--- config.mk ---
export PLATFORM = sky130hd
export DESIGN_NAME = fp_sp_intake_flush
export DESIGN_NICKNAME = d
export VERILOG_FILES = /design/src/rtl/fp_cls_pkg.sv /design/src/rtl/fp_classify.sv /design/src/rtl/fp_in_flush.sv /design/src/rtl/fp_out_flush.sv /design/src/rtl/fp_sp_intake_flush.sv
export SDC_FILE = /design/constraint.sdc
export NUM_CORES = 1
export LEC_CHECK = 0
export ABC_AREA = 0
export ABC_CLOCK_PERIOD_IN_PS = 5500
export BUFFER_PORTS_ARGS = -buffer_cell sky130_fd_sc_hd__buf_2
export CAP_MARGIN = 20
export CORE_MARGIN = 1
export CORE_UTILIZATION = 43
export CTS_CLUSTER_DIAMETER = 100
export DETAILED_ROUTE_END_ITERATION = 12
export GPL_TIMING_DRIVEN = 0
export PLACE_DENSITY = 0.79
export RECOVER_POWER = 50
export SYNTH_ARGS = -nofsm -noshare
export SYNTH_HDL_FRONTEND = slang
export SYNTH_SLANG_ARGS = --single-unit
--- constraint.sdc ---
create_clock -name clk -period 5.5 [get_ports clk]
set_clock_uncertainty 0.2 [all_clocks]
set_input_delay 1.65 -clock clk [delete_from_list [all_inputs] [get_ports clk]]
set_output_delay 1.65 -clock clk [all_outputs]
set_load 0.1 [all_outputs]
--- src/rtl/fp_cls_pkg.sv ---
package fp_cls_pkg;
  localparam int CLS_W = 10;
  localparam int C_NINF  = 0;
  localparam int C_NNORM = 1;
  localparam int C_NSUB  = 2;
  localparam int C_NZERO = 3;
  localparam int C_PZERO = 4;
  localparam int C_PSUB  = 5;
  localparam int C_PNORM = 6;
  localparam int C_PINF  = 7;
  localparam int C_SNAN  = 8;
  localparam int C_QNAN  = 9;
  typedef logic [CLS_W-1:0] cls_t;
endpackage

--- src/rtl/fp_classify.sv ---
module fp_classify
  import fp_cls_pkg::*;
#(
  parameter int EXP_W = 8,
  parameter int MAN_W = 23
) (
  input  logic [EXP_W+MAN_W:0] word,
  output cls_t                 cls
);
  localparam int W = 1 + EXP_W + MAN_W;

  logic             sgn;
  logic [EXP_W-1:0] ex;
  logic [MAN_W-1:0] mn;
  logic             e_zero, e_ones, m_zero;

  assign sgn    = word[W-1];
  assign ex     = word[W-2 -: EXP_W];
  assign mn     = word[MAN_W-1:0];
  assign e_zero = (ex == '0);
  assign e_ones = (ex == '1);
  assign m_zero = (mn == '0);

  always_comb begin
    cls = '0;
    if (e_ones && !m_zero) begin
      if (mn[MAN_W-1]) cls[C_QNAN] = 1'b1;
      else             cls[C_SNAN] = 1'b1;
    end else if (e_ones) begin
      if (sgn) cls[C_NINF] = 1'b1;
      else     cls[C_PINF] = 1'b1;
    end else if (e_zero && m_zero) begin
      if (sgn) cls[C_NZERO] = 1'b1;
      else     cls[C_PZERO] = 1'b1;
    end else if (e_zero) begin
      if (sgn) cls[C_NSUB] = 1'b1;
      else     cls[C_PSUB] = 1'b1;
    end else begin
      if (sgn) cls[C_NNORM] = 1'b1;
      else     cls[C_PNORM] = 1'b1;
    end
  end
endmodule

--- src/rtl/fp_in_flush.sv ---
module fp_in_flush #(
  parameter int EXP_W = 8,
  parameter int MAN_W = 23
) (
  input  logic [EXP_W+MAN_W:0] raw,
  output logic [EXP_W+MAN_W:0] flushed
);
  localparam int W = 1 + EXP_W + MAN_W;

  logic e_zero;
  assign e_zero = (raw[W-2 -: EXP_W] == '0);

  always_comb begin
    flushed = raw;
    if (e_zero) flushed[MAN_W-1:0] = '0;
  end
endmodule

--- src/rtl/fp_out_flush.sv ---
module fp_out_flush
  import fp_cls_pkg::*;
#(
  parameter int EXP_W = 8,
  parameter int MAN_W = 23
) (
  input  logic [EXP_W+MAN_W:0] raw,
  input  logic                 uf,
  input  logic                 zero,
  output logic [EXP_W+MAN_W:0] result
);
  localparam int W = 1 + EXP_W + MAN_W;

  cls_t rcls;
  logic kill;

  fp_classify #(.EXP_W(EXP_W), .MAN_W(MAN_W)) cls_i (.word(raw), .cls(rcls));

  assign kill = uf || zero || rcls[C_NSUB] || rcls[C_PSUB];

  always_comb begin
    result = raw;
    if (kill) result[W-2:0] = '0;
  end
endmodule

--- src/rtl/fp_sp_intake_flush.sv ---
module fp_sp_intake_flush
  import fp_cls_pkg::*;
#(
  parameter int EXP_W = 8,
  parameter int MAN_W = 23
) (
  input  logic                 clk,
  input  logic                 rst_n,
  input  logic                 in_valid,
  output logic                 in_ready,
  input  logic [EXP_W+MAN_W:0] in_opa,
  input  logic [EXP_W+MAN_W:0] in_opb,
  output logic                 out_valid,
  input  logic                 out_ready,
  output logic [EXP_W+MAN_W:0] out_opa,
  output logic [EXP_W+MAN_W:0] out_opb,
  output logic [CLS_W-1:0]     out_cls_a,
  output logic [CLS_W-1:0]     out_cls_b,
  input  logic [EXP_W+MAN_W:0] res_raw,
  input  logic                 res_underflow,
  input  logic                 res_zero,
  output logic [EXP_W+MAN_W:0] res_final
);
  localparam int W      = 1 + EXP_W + MAN_W;
  localparam int NUM_OP = 2;

  logic [W-1:0] op_raw  [NUM_OP];
  logic [W-1:0] op_fl   [NUM_OP];
  cls_t         op_cls  [NUM_OP];
  logic [W-1:0] q_fl    [NUM_OP];
  cls_t         q_cls   [NUM_OP];
  logic         take;
  logic         vld_q;

  assign op_raw[0] = in_opa;
  assign op_raw[1] = in_opb;

  assign in_ready = !vld_q || out_ready;
  assign take     = in_valid && in_ready;

  for (genvar g = 0; g < NUM_OP; g++) begin : g_op
    fp_classify #(.EXP_W(EXP_W), .MAN_W(MAN_W)) cls_i (
      .word(op_raw[g]), .cls(op_cls[g]));
    fp_in_flush #(.EXP_W(EXP_W), .MAN_W(MAN_W)) fl_i (
      .raw(op_raw[g]), .flushed(op_fl[g]));

    always_ff @(posedge clk) begin
      if (take) begin
        q_fl[g]  <= op_fl[g];
        q_cls[g] <= op_cls[g];
      end
    end
  end

  always_ff @(posedge clk) begin
    if (!rst_n)         vld_q <= 1'b0;
    else if (take)      vld_q <= 1'b1;
    else if (out_ready) vld_q <= 1'b0;
  end

  assign out_valid = vld_q;
  assign out_opa   = q_fl[0];
  assign out_opb   = q_fl[1];
  assign out_cls_a = q_cls[0];
  assign out_cls_b = q_cls[1];

  fp_out_flush #(.EXP_W(EXP_W), .MAN_W(MAN_W)) ofl_i (
    .raw(res_raw), .uf(res_underflow), .zero(res_zero), .result(res_final));
endmodule

# Word-level counts from Yosys, hierarchy flattened
# Memory sizes are Yosys's and may differ from the RTL's.
# Index checks and enable logic that the tools add are counted.
[word_totals] output_inout_bits=118 input_bits=102 mem_count=2 regBits=1 mem_bits_rw=84
[op_classes] n_mux=50 eq_ne=3 n_reduce_logical=22
[memory_table] memory="q_fl" depth=2 width=32 rd=2 rd_ports_with_merged_regs=0 wr=2 line_no="fp_sp_intake_flush.sv:30" text="logic [W-1:0] q_fl [NUM_OP];"
[memory_table] memory="q_cls" depth=2 width=10 rd=2 rd_ports_with_merged_regs=0 wr=2 line_no="fp_sp_intake_flush.sv:31" text="cls_t q_cls [NUM_OP];"
[op_table] operator="$logic_not A23 Y1" count=3
[op_table] operator="$mux W23" count=2
[op_table] operator="$mux W1" count=31
[op_table] operator="$mux W31" count=1
[op_table] operator="$eq A8 B8 Y1 const B" count=3
[op_table] operator="$logic_not A8 Y1" count=3
[op_table] operator="$mux W2" count=10
[op_table] operator="$mux W6" count=3
[op_table] operator="$mux W8" count=2
[op_table] operator="$logic_and A1 B1 Y1" count=7
[op_table] operator="$mux W5" count=1
[op_table] operator="$logic_not A1 Y1" count=4
[op_table] operator="$logic_or A1 B1 Y1" count=4
[op_table] operator="$reduce_bool A2 Y1" count=1

# Depth between registers and ports, before layout
[depth] depth_word=8 mapped_depth=4

# Hierarchy
# A second synthesis with hierarchy kept.
[unflattened] cells_unflattened=288 area_unflattened_um2=4186.5
[by_module_without_submodules] module="fp_sp_intake_flush" instances=1 area_per_inst_um2=2580.0 cells_per_inst=89
[by_module_without_submodules] module="fp_in_flush" instances=2 area_per_inst_um2=339.1 cells_per_inst=38
[by_module_without_submodules] module="fp_classify" instances=3 area_per_inst_um2=224.0 cells_per_inst=29
[by_module_without_submodules] module="fp_out_flush" instances=1 area_per_inst_um2=256.5 cells_per_inst=36

# Least setup slack after synthesis
# No wires, ideal clock.
[synth_timing] path_kind="input-to-reg" startpoint="in out_ready" endpoint="mem q_cls[0][0] (netlist bit) (enable)" path_slack_ns=0.328 t_arrival_ns=4.521 stages=2 path_buffers=0 path_cell_list="nand2b_1 > and2_1"
[synth_rtl] element="from (decl)" line_no="fp_sp_intake_flush.sv:14" text="input logic out_ready,"
[synth_rtl] element="to (decl)" line_no="fp_sp_intake_flush.sv:31"

# Final worst setup path
[layout_timing] startpoint="in res_zero" endpoint="out res_final[18]"
[layout_between] elab_chain_len=4
[layout_rtl] element="from (decl)" line_no="fp_sp_intake_flush.sv:21" text="input logic res_zero,"
[layout_rtl] element="$logic_or A1 B1 Y1 (3 in series)" line_no="fp_out_flush.sv:19" text="assign kill = uf || zero || rcls[C_NSUB] || rcls[C_PSUB];"
[layout_rtl] element="$mux W31" line_no="fp_out_flush.sv:23" text="if (kill) result[W-2:0] = '0;"
[layout_rtl] element="to (decl)" line_no="fp_sp_intake_flush.sv:22" text="output logic [EXP_W+MAN_W:0] res_final"
# No other way between the ends.

==> implementation parameters <==
Parameter                              Value

Setup path
  WP data arrival    3.14 ns
  Type of element launching the critical path    primary input
  Origin of the worst setup path    res_zero
  Largest fanout of any net on the critical path    10
  Critical path data required time    3.65 ns
  Type of the worst setup path    in2out
  Sort of element at the end of the critical path    primary output
  Worst r2r src    out_valid$_SDFFE_PN0P_

STA
  Setup repair after global routing missed its margin    no
  Setup TNS Final    0 ns
  Max Slew Vio Count    43
  Crit path time final    4.986 ns
  Fin. Hold Viols    0
  Final worst path period share    0.9065
  Maximum clock frequency    200.6 MHz
  Final-layout worst hold slack    0.3867 ns
  Pin slew with the least headroom to its limit    2.682 ns
  Final setup violation count    0
  Max_slew headroom    -0.7890
  Minimum setup slack in the final design    0.5145 ns

Clock tree
  Postcts setup bufs    0
  Number of clock buffers inserted by TritonCTS    9
  H-tree depth    3
  Total of hold buffers inserted after clock tree synthesis    0
  Clock tree from TritonCTS    yes
  TritonCTS Sinks    85
  Clock latency on the worst-skew pair    0.35 ns
  Max Root-Sink Buffers    2
  Clock root buffer    clkbuf_8
  Clock transition at the register clock pins on the worst setup and hold paths after CTS    0.09 ns
  Post-cts gate resize count    0

Synth
  Combinational family with the most area after synthesis    simple AND/OR/NAND/NOR gates
  Xor-xnor portion of the synthesized cell area    0
  Instance count of the mapped netlist    237
  Cell Area, Synth    3520 µm²
  Share of synthesized area occupied by flip-flops and latches    0.7224
  Share of synthesized cell area in full adder, half adder and majority cells    0
  Net Count, Synth    339
  Post-synthesis sequential element count    85
  Cell type with the largest total area after synthesis    edfxtp_1
  Count of distinct cell types in the synthesized netlist    27
  Mean instance size in the synthesized netlist    14.85 µm²
  Proportion of netlist area held by the largest area contributor    0.7167
  Number of warning messages in the yosys log    0
  Leading post-synthesis cells by cell area    edfxtp_1, and2_1, nor4_1
  Multiplexer share of the synthesized area    0
  Complex-gate fraction of the synthesized area    0.02453
  Simple-gate area share of the yosys netlist    0.2357

Global routing
  Maximum number of pins on one net before global-route repair    44
  Antenna violations before repair    0
  First-pass GRT wire length    13.10 mm
  Number of global-route vias before repair    2,726
  Total global routing track utilization    0.2058
  Sum of overflow across all layers after global routing    0

Detailed routing
  Drt first pass iters    4
  Number of nets with antenna violations after routing    0
  Drt wl/cell    15.40 µm
  # DRC    0
  Number of vias in the routed layout    2,827
  Routed vias/inst    4.925
  Drt first-iter violations    68
  Aggregate routed wire length    8.838 mm

Cells and area
  Number of antenna cells inserted    0
  Number of nets in the layout    569
  Fraction of final layout cells with drive strength greater than 1    0.4767
  Commonest non-fill, non-tap cells in the layout    buf_2, edfxtp_1, and2_1
  Leading cell type in the layout, fill and taps excluded    buf_2
  Fill cells    627
  Area added between synthesis and finish    38.61%
  Non-Filler Instances    574
  Area of the multi-input gates    897.1 µm²
  Storage cell area    2542 µm²

Min path
  Type of the worst min-delay path    reg2reg
  Worst Hold Launch    out_valid$_SDFFE_PN0P_

Pwr
  Leakage power    0.002072 µW
  Power density cells    331.7 nW/µm²
  Worst voltage drop across the vdd grid    0.0001657 V

Floorplan
  Die Y    92.47 µm
  I/O pin cnt    220
  Die Outline Area    8551 µm²
  Number of rows in the core area    32
  Initial standard-cell utilization of the core    0.4508
  Width of the chip    92.47 µm
  Area of the core    7807 µm²

Job
  Total of max-cap violations    1

Placement
  Inst Count DP    558
  Final weighted congestion of routability-driven global placement    0.8897
  Half-perimeter wire length of the detailed placement result    7.123 mm
  Number of port buffers    218
  Post-Place Setup Slack    0.5146 ns

Outcome
  Failing checks    max-capacitance violations, max-slew violations
  Result of the run    complete, but fails checks
[cell type report]
| type | instances | share of cell area |
|---|---|---|
| flip-flops and latches | 85 | 0.5212 |
| repair buffers | 219 | 0.2226 |
| multi-input cells | 140 | 0.1839 |
| well taps | 102 | 0.02616 |
| clock buffers | 9 | 0.02539 |
| clock inverters | 7 | 0.01000 |
| plain buffers | 8 | 0.007694 |
| inverters | 4 | 0.003078 |
[kinds of logic (layout without fill, tap and decap cells)]
family                 count (synthesis)  in the layout
AOI/OAI and AO/OA                     11             11
buffers and inverters                 12            247
DFF                                   85             85
and+or+nand+nor                      129            129
[metrics by stage]
stage / power (µW) / utilization / cell area, µm²
floorplan: 1151 / - / 3520
detailed placement: 1249 / 0.6098 / 4761
global placement: 1246 / 0.6069 / 4738
CTS: 1632 / 0.6319 / 4933
global route: 1672 / 0.6248 / 4878
finish: 1618 / 0.6248 / 4878
[routing by layer]
metal | up-vias | part of all wire | GRT usage
met5 | - | 0 | 0
met4 | 0 | 0.019 | 0.08464
met3 | 17 | 0.096 | 0.05583
met2 | 166 | 0.54 | 0.3741
met1 | 1300 | 0.35 | 0.2253
li1 | 1344 | - | -
[sequential cells by signal, indices dropped and copies added (netlist names)]
name	cells
q_cls	20
q_fl	64
out_valid	1
[path summary, 6_finish.rpt]
kind / endpoint / depth (start not counted) / slack, ns
worst max-delay path: res_final[18] / 6 / 0.51
worst min register to register: out_valid$_SDFFE_PN0P_ / 2 / 0.39
worst min-delay path: out_valid$_SDFFE_PN0P_ / 2 / 0.39
worst max register to register: q_fl[0][22]$_SDFFCE_PP0P_ / 3 / 2.27
[power breakdown]
group,switching [µW],internal (µW),total [µW]
Combinational,396,70.9,467
Sequential,8.79,755,764
Clock,222,166,387
Total,627,992,1620
[worst max-delay path, cell delays in order]
cell,delay (ns)
buf_2,0.10
nor2_2,0.24
a21boi_1,0.34
buf_2,0.24
and2_1,0.14
buf_2,0.42
[synthesized netlist by cell type (all sizes together)]
master   count
nor2         4
a211oi       5
nor4        21
nand2        4
nand4        6
nand2b       1
or2          2
o2111ai      1
dfxtp        1
a21boi       2
buf          6
and3         3
and2        79
edfxtp      84
nor3         5
and4         3
nand3        1
a21oi        3
clkbuf       2
inv          4
Note: power is estimated with default switching activity, not from simulation.
